==> src/rtl/fesc_pkg.sv <==
package fesc_pkg;

  localparam int VEC_W = 8;

  typedef struct packed {
    logic             valid;
    logic [VEC_W-1:0] vec;
    logic             push;
    logic             fatal;
  } fesc_decision_t;

  // Vectors whose handler frame carries an error code.
  function automatic logic has_errcode(input logic [VEC_W-1:0] v);
    case (v)
      8'd8, 8'd10, 8'd11, 8'd12, 8'd13, 8'd14, 8'd17: has_errcode = 1'b1;
      default:                                         has_errcode = 1'b0;
    endcase
  endfunction

endpackage

==> src/rtl/fesc_depth.sv <==
module fesc_depth #(
  parameter int DEPTH_W     = 2,
  parameter int FATAL_LEVEL = 3
) (
  input  logic               clk,
  input  logic               rst_n,
  input  logic               raise_i,
  input  logic               ok_i,
  output logic [DEPTH_W-1:0] level_o,
  output logic               fatal_o
);
  localparam logic [DEPTH_W-1:0] FATAL = DEPTH_W'(FATAL_LEVEL);
  localparam logic [DEPTH_W-1:0] TOP   = {DEPTH_W{1'b1}};

  logic [DEPTH_W-1:0] depth_q, depth_d, base;

  function automatic logic [DEPTH_W-1:0] sat_inc(input logic [DEPTH_W-1:0] x);
    sat_inc = (x == TOP) ? x : x + 1'b1;
  endfunction

  // A success is applied before a raise in the same cycle.
  assign base    = ok_i ? '0 : depth_q;
  assign level_o = sat_inc(base);
  assign fatal_o = raise_i && (level_o == FATAL);

  always_comb begin
    if (!raise_i)     depth_d = base;
    else if (fatal_o) depth_d = '0;
    else              depth_d = level_o;
  end

  always_ff @(posedge clk) begin
    if (!rst_n) depth_q <= '0;
    else        depth_q <= depth_d;
  end

  AST_DEPTH_BELOW_FATAL: assert property (@(posedge clk) disable iff (!rst_n)
    depth_q < FATAL);
  AST_OK_CLEARS: assert property (@(posedge clk) disable iff (!rst_n)
    (ok_i && !raise_i) |=> (depth_q == '0));

endmodule

==> src/rtl/fesc_select.sv <==
module fesc_select
  import fesc_pkg::*;
#(
  parameter int DEPTH_W = 2,
  parameter int DF_VEC  = 8
) (
  input  logic               raise_i,
  input  logic [VEC_W-1:0]   vec_i,
  input  logic [DEPTH_W-1:0] level_i,
  input  logic               fatal_i,
  input  logic               prot_i,
  output fesc_decision_t     dec_o
);
  localparam logic [VEC_W-1:0] DF = VEC_W'(DF_VEC);

  logic [VEC_W-1:0] vec_sel;
  logic             nested;

  assign nested  = level_i > DEPTH_W'(1);
  assign vec_sel = nested ? DF : vec_i;

  always_comb begin
    dec_o.valid = raise_i && !fatal_i;
    dec_o.fatal = fatal_i;
    dec_o.vec   = dec_o.valid ? vec_sel : '0;
    dec_o.push  = dec_o.valid && prot_i && has_errcode(vec_sel);
  end

  always_comb begin
    assert (!(dec_o.valid && dec_o.fatal));
  end

endmodule

==> src/rtl/fesc_outreg.sv <==
module fesc_outreg
  import fesc_pkg::*;
#(
  parameter int ERR_W = 32
) (
  input  logic              clk,
  input  logic              rst_n,
  input  fesc_decision_t    dec_i,
  input  logic [ERR_W-1:0]  err_i,
  output logic              valid_o,
  output logic [VEC_W-1:0]  vec_o,
  output logic              push_o,
  output logic [ERR_W-1:0]  err_o,
  output logic              ip_restore_o,
  output logic              prefix_clr_o,
  output logic              reset_o
);
  always_ff @(posedge clk) begin
    if (!rst_n) begin
      valid_o      <= 1'b0;
      vec_o        <= '0;
      push_o       <= 1'b0;
      err_o        <= '0;
      ip_restore_o <= 1'b0;
      prefix_clr_o <= 1'b0;
      reset_o      <= 1'b0;
    end else begin
      valid_o      <= dec_i.valid;
      vec_o        <= dec_i.vec;
      push_o       <= dec_i.push;
      err_o        <= dec_i.push ? err_i : '0;
      ip_restore_o <= dec_i.valid;
      prefix_clr_o <= dec_i.valid;
      reset_o      <= dec_i.fatal;
    end
  end

  AST_ERR_ZERO: assert property (@(posedge clk) disable iff (!rst_n)
    !push_o |-> (err_o == '0));
  AST_RESET_ALONE: assert property (@(posedge clk) disable iff (!rst_n)
    reset_o |-> !(valid_o || ip_restore_o || prefix_clr_o));

endmodule

==> src/rtl/fault_escalator.sv <==
module fault_escalator
  import fesc_pkg::*;
#(
  parameter int ERR_W       = 32,
  parameter int DEPTH_W     = 2,
  parameter int FATAL_LEVEL = 3,
  parameter int DF_VEC      = 8
) (
  input  logic              clk,
  input  logic              rst_n,
  input  logic              raise_i,
  input  logic [VEC_W-1:0]  raise_vec_i,
  input  logic [ERR_W-1:0]  raise_err_i,
  input  logic              deliver_ok_i,
  input  logic              prot_en_i,
  output logic              dlv_valid_o,
  output logic [VEC_W-1:0]  dlv_vec_o,
  output logic              dlv_push_err_o,
  output logic [ERR_W-1:0]  dlv_err_o,
  output logic              ip_restore_o,
  output logic              prefix_clr_o,
  output logic              cpu_reset_o
);
  logic [DEPTH_W-1:0] level;
  logic               fatal;
  fesc_decision_t     dec;

  fesc_depth #(.DEPTH_W(DEPTH_W), .FATAL_LEVEL(FATAL_LEVEL)) u_depth (
    .clk(clk), .rst_n(rst_n), .raise_i(raise_i), .ok_i(deliver_ok_i),
    .level_o(level), .fatal_o(fatal));

  fesc_select #(.DEPTH_W(DEPTH_W), .DF_VEC(DF_VEC)) u_sel (
    .raise_i(raise_i), .vec_i(raise_vec_i), .level_i(level),
    .fatal_i(fatal), .prot_i(prot_en_i), .dec_o(dec));

  fesc_outreg #(.ERR_W(ERR_W)) u_out (
    .clk(clk), .rst_n(rst_n), .dec_i(dec), .err_i(raise_err_i),
    .valid_o(dlv_valid_o), .vec_o(dlv_vec_o), .push_o(dlv_push_err_o),
    .err_o(dlv_err_o), .ip_restore_o(ip_restore_o),
    .prefix_clr_o(prefix_clr_o), .reset_o(cpu_reset_o));

  AST_PULSE_PAIR: assert property (@(posedge clk) disable iff (!rst_n)
    dlv_valid_o |-> (ip_restore_o && prefix_clr_o));
  AST_NESTED_DF: assert property (@(posedge clk) disable iff (!rst_n)
    (raise_i && !fatal && level > DEPTH_W'(1)) |=> (dlv_vec_o == VEC_W'(DF_VEC)));
  AST_PUSH_NEEDS_PROT: assert property (@(posedge clk) disable iff (!rst_n)
    dlv_push_err_o |-> $past(prot_en_i));
  AST_IDLE_QUIET: assert property (@(posedge clk) disable iff (!rst_n)
    !$past(raise_i) |-> !(dlv_valid_o || cpu_reset_o));
  AST_RESET_SINGLE: assert property (@(posedge clk) disable iff (!rst_n)
    cpu_reset_o |=> !cpu_reset_o);

endmodule

==> config.mk <==
export PLATFORM = sky130hd
export DESIGN_NAME = fault_escalator
export DESIGN_NICKNAME = d
export VERILOG_FILES = /design/src/rtl/fesc_pkg.sv /design/src/rtl/fesc_depth.sv /design/src/rtl/fesc_select.sv /design/src/rtl/fesc_outreg.sv /design/src/rtl/fault_escalator.sv
export SDC_FILE = /design/constraint.sdc
export NUM_CORES = 1
export LEC_CHECK = 0
export ABC_AREA = 1
export BUFFER_PORTS_ARGS = -buffer_cell sky130_fd_sc_hd__buf_2
export CORE_MARGIN = 2
export CORE_UTILIZATION = 40
export CTS_CLUSTER_DIAMETER = 60
export DETAILED_ROUTE_END_ITERATION = 12
export GPL_TIMING_DRIVEN = 1
export PLACE_DENSITY = 0.78
export SLEW_MARGIN = 20
export SYNTH_ARGS = -nofsm -noshare
export SYNTH_HDL_FRONTEND = slang
export SYNTH_SLANG_ARGS = --single-unit
==> constraint.sdc <==
create_clock -name clk -period 1.2 [get_ports clk]
set_input_delay 0.18 -clock clk [delete_from_list [all_inputs] [get_ports clk]]
set_output_delay 0.18 -clock clk [all_outputs]
set_load 0.01 [all_outputs]
### Word-level counts from Yosys, hierarchy flattened

Cells that the tools add are included.

* register bits after elaboration: 45
* input bits: 45

* add/subtract/negate cells: 1
* order comparisons: 1
* equality and inequality tests: 9
* multiplexer cells: 6
* reductions and logical operators: 8

Operator list (number)
* equality test 8 x 4 -> 1 bit (second input constant): 6
* equality test 8 x 5 -> 1 bit (second input constant): 1
* two-way mux 2 bit: 4
* two-way mux 8 bit: 1
* OR reduction 7 bit: 1
* equality test 2 bit (second input constant): 2
* logical AND 1 bit: 4
* AND reduction 2 bit: 2
* adder 2 x 1 -> 2 bit (second input constant): 1
* greater-than comparator 2 x 1 -> 1 bit (second input constant): 1
* logical NOT 1 bit: 1
* two-way mux 1 bit: 1

### Longest topological paths before layout

* depth after elaboration: 10
* mapped depth: 9
* depth with buffers taken out: 8

### By module

From an unflattened synthesis, not the netlist that was laid out.

* cell total of the unflattened synthesis: 191
* area, all modules: 1524.0 µm²

Modules (own cells, without submodules)
* fesc_outreg: times used 1, cells each 135, area an instance 1239.9 µm², seq. area each 860.8 µm²
* fesc_select: times used 1, cells each 36, area an instance 166.4 µm², seq. area each 0.0 µm²
* fesc_depth: times used 1, cells each 20, area an instance 117.6 µm², seq. area each 40.0 µm²

### Worst setup path after synthesis

OpenSTA, ideal clock, no wires.

* kind: reg2reg
* start: reg u_depth.depth_q[1]
* end: reg u_out.err_o[10]
* arrival: 1137 ps
* data required time: 1085 ps
* slack: -51 ps
* cell stages (with the launch flop): 6
* clock period less this slack: 1251 ps
* cells stage by stage: dfxtp_1 > o21ai_2 > nand4_1 > a21oi_4 > buf_6 > nor3_2

* word-level cells in the longest chain between the ends: 10

RTL lines
* from (decl): line fesc_depth.sv:15 `logic [DEPTH_W-1:0] depth_q, depth_d, base;`
* from (signal assigned): line fesc_depth.sv:34 `else depth_q <= depth_d;`
* two-way mux 2 bit (*): line fesc_depth.sv:22 `assign base = ok_i ? '0 : depth_q;`
* adder 2 x 1 -> 2 bit / equality test 2 bit (equally long branches): line fesc_depth.sv:18 `sat_inc = (x == TOP) ? x : x + 1'b1;`
* two-way mux 2 bit (*): line fesc_depth.sv:18
* greater-than comparator 2 x 1 -> 1 bit / equality test 2 bit (equally long branches): line fesc_select.sv:19, fesc_depth.sv:24
* two-way mux 8 bit / logical AND 1 bit (equally long branches): line fesc_select.sv:20, fesc_depth.sv:24
* equality test 8 x 4 -> 1 bit, or another cell as far along: line fesc_pkg.sv:14 `case (v)`
* OR reduction 7 bit / logical AND 1 bit (equally long branches): line fesc_pkg.sv:14, fesc_select.sv:23
* two-way mux 1 bit / logical AND 1 bit (equally long branches): line fesc_pkg.sv:14, fesc_select.sv:26
* logical AND 1 bit (*): line fesc_select.sv:26 `dec_o.push = dec_o.valid && prot_i && has_errcode(vec_sel);`
* AND reduction 2 bit (no line) (*)
* to (signal assigned): line fesc_outreg.sv:31 `err_o <= dec_i.push ? err_i : '0;`
* to (decl): line fesc_outreg.sv:13 `output logic [ERR_W-1:0] err_o,`

Mark *: on every way between the ends. The rest lies on a longest branch, timed or not.
A chain may end at the register's enable or synchronous reset.

### Final worst setup path

* start: reg u_depth.depth_q[0]
* end: reg u_out.err_o[0]

The elaborated chain is that of the path after synthesis.

==> summary.md <==
| Metric | Value |
|---|---|
| Placed cells | `308` |
| Synthesis warning total | `0` |
| Failing checks | `negative setup slack` |
| Fin. max-slew vios | `0` |
| Avg Cell Area, Syn | `10.25 um^2` |
| Worst-path clk slew | `80 ps` |
| Nets | `310` |
| First-pass GRT wire length | `5568 um` |
| Setup CP Type | `register to register` |
| Critical path data required time | `1380 ps` |
| Pwr/cell area | `1259 nW/um^2` |
| Post-Route Setup TNS | `-3104 ps` |
| Cells after synthesis | `165` |
| First-pass iteration count of the detailed router | `4` |
| Worst skew pair latency | `290 ps` |
| Final Power | `3.012 mW` |
| Post-CTS Hold Buffers | `0` |
| Die height | `69.03 um` |
| Die width | `69.03 um` |
| Status | `finished with violations` |
| Initial Utilization | `41.99%` |
| Clock Sinks | `45` |
| F_max | `763.2 MHz` |
| CTS root buf | `clkbuf_8` |
| Layout Skew | `9.008 ps` |
| GPL Wtd Cong | `0.7818` |
| Layout Cells excl Fill | `316` |
| Setup WS pre-CTS | `-131.0 ps` |
| Largest net degree at the start of global routing | `19` |
| Area grow syn2layout | `41.42%` |
| Routed wire length | `3307 um` |
| Port-buffer cells | `89` |
| CP cell instances | `o21ai_4, nand4_1, a21oi_4, buf_12, nor3_1` |
| Layout cells sized above 1 | `58.27%` |
| HP Class | `input port to register` |
| DIE AREA | `4765 um^2` |
| Setup violators final | `33` |
| Final Cycle Share | `109.2%` |
| Core Box Area | `4029 um^2` |
| Total CTS buffers | `5` |
| Synth area leader | `dfxtp_1` |
| Ant diodes | `0` |
| Post-synthesis sequential area ratio | `53.25%` |
| Vias post-DR | `1324` |
| Worst Path Arrival | `1490 ps` |
| Initial DRC Count | `39` |
| Async SR Flop Fraction | `0%` |
| CTS tree | `yes` |
| Maximum vdd ir drop | `0.0005371 V` |
| Crit path buf inv count | `1` |
| Vias in the first global route | `1333` |
| Synth area leaders | `dfxtp_1 (53%), nor3_2 (17%), inv_1 (8.9%)` |
| Most frequent cells in the layout | `buf_2 (89), dfxtp_1 (43), inv_1 (40)` |
| Relative slew slack | `87.33%` |
| Worst-Margin Slew | `189.6 ps` |
| Max capacitance violation total | `0` |
| CP peak stage delay | `340 ps` |
| # H-tree levels | `2` |
| Setup crit start kind | `register` |
| Post-synth EDFFs | `0` |
| Final-report hold violation count | `0` |
| DR WL/cell | `10.47 um` |
| Top cell type's share of synthesized area | `53.25%` |
| Antenna viol nets, final | `0` |
| Count of cell types in the netlist | `22` |
| Crit path time final | `1310 ps` |
| Worst-path maximum fanout | `18` |
| Final setup margin | `-110.3 ps` |
| Worst setup EP type | `register` |
| Post-synth net total | `210` |
| Grt total ovfl | `0` |
| Synthesis-stage register bit count | `45` |
| Clock buffer depth | `2` |
| Top cell family by delay on the critical path | `compound AO/OA/AOI/OAI gates` |
| Worst path slowest cell | `dfxtp_2` |
| I/O pin cnt | `90` |
| Most common cell after layout, fill and taps aside | `buf_2` |
| Initial antenna violation count | `0` |
| RSZ-0062 raised after global routing | `yes` |
| Pleak | `1.320 nW` |
| Ys flop type | `dfxtp_1` |
| Area of the mapped netlist | `1692 um^2` |
| Final routed DRC violation total | `0` |
| All-Layer GR Usage | `14.39%` |
| Via density | `4.190` |
| HPWL after DPL | `2524 um` |
| # rows | `23` |
per-layer routing:
metal | global-route usage, % | vias to the layer above | part of all wire (%)
met5 | 0 | - | 0
met4 | 4.575 | 0 | 0.70
met3 | 6.287 | 4 | 7.7
met2 | 25.32 | 51 | 50
met1 | 15.40 | 573 | 41
li1 | - | 696 | -
per-stage QoR:
stage | hold slack [ps] | util, % | cell area (um^2)
2_1_floorplan | 300.1 | - | 1707
3_3_place_gp | 404.5 | 56.40 | 2272
3_5_place_dp | 408.0 | 56.40 | 2272
4_1_cts | 88.79 | 59.38 | 2392
5_1_grt | 98.33 | 59.38 | 2392
6_report | 106.0 | 59.38 | 2392
worst paths after layout:
kind	cells past startpoint	endpoint	slack [ps]	start
worst max-delay path	5	u_out.err_o[0]	-110	u_depth.depth_q[0]
worst max register to register	5	u_out.err_o[0]	-110	u_depth.depth_q[0]
worst min register to register	3	u_out.vec_o[0]	570	u_depth.depth_q[0]
worst min-delay path	3	u_out.err_o[1]	110	raise_err_i[1]
synthesized netlist by cell type (3+ instances only):
library cell,count
nor3_2,29
nand2_4,3
nor3_1,8
nand2_1,7
nand2_2,3
dfxtp_1,45
inv_1,40
nor2_1,6
buf_6,6
worst reg2reg max path, delay by kind of cell (launching register included):
kind | cells | cell delay, ps
AND/OR/NAND/NOR | 2 | 240
AO/OA/AOI/OAI | 2 | 430
flip-flops | 1 | 340
buffers and inverters | 1 | 200
cell families after synthesis:
group / count (synthesis) / share of synthesized area [%]
and+or+nand+nor: 64 / 29.66
buffers and inverters: 50 / 14.27
AOI/OAI and AO/OA: 6 / 2.811
DFF: 45 / 53.25
final cells by class:
cell class | instances | area [um^2]
Clock buffer | 7 | 86.33
Sequential cell | 45 | 903.4
Multi-Input combinational cell | 70 | 565.5
Tap cell | 50 | 62.56
Timing Repair Buffer | 101 | 585.6
Clock inverter | 1 | 30.03
Fill cell | 351 | 1637
Inverter | 42 | 158.9
power breakdown:
part           leakage, nW  internal, mW  switching [mW]
registers            0.365          1.52         0.00973
clock network       0.0585         0.679           0.467
logic                0.897         0.152           0.187
total                 1.32          2.35           0.664
flip-flops by register name, indices dropped and copies added (netlist names):
register and flops:
u_out.reset_o 1, u_depth.depth_q 2, u_out.ip_restore_o 1, u_out.vec_o 8
u_out.err_o 32, u_out.push_o 1
timing repair:
action                                  CTS  global route
hold endpoints to repair                  0             0
setup buffers                             0             0
endpoints found under the setup margin   33            33
gates resized for setup                   1             0
(Power assumes the default switching activity.)
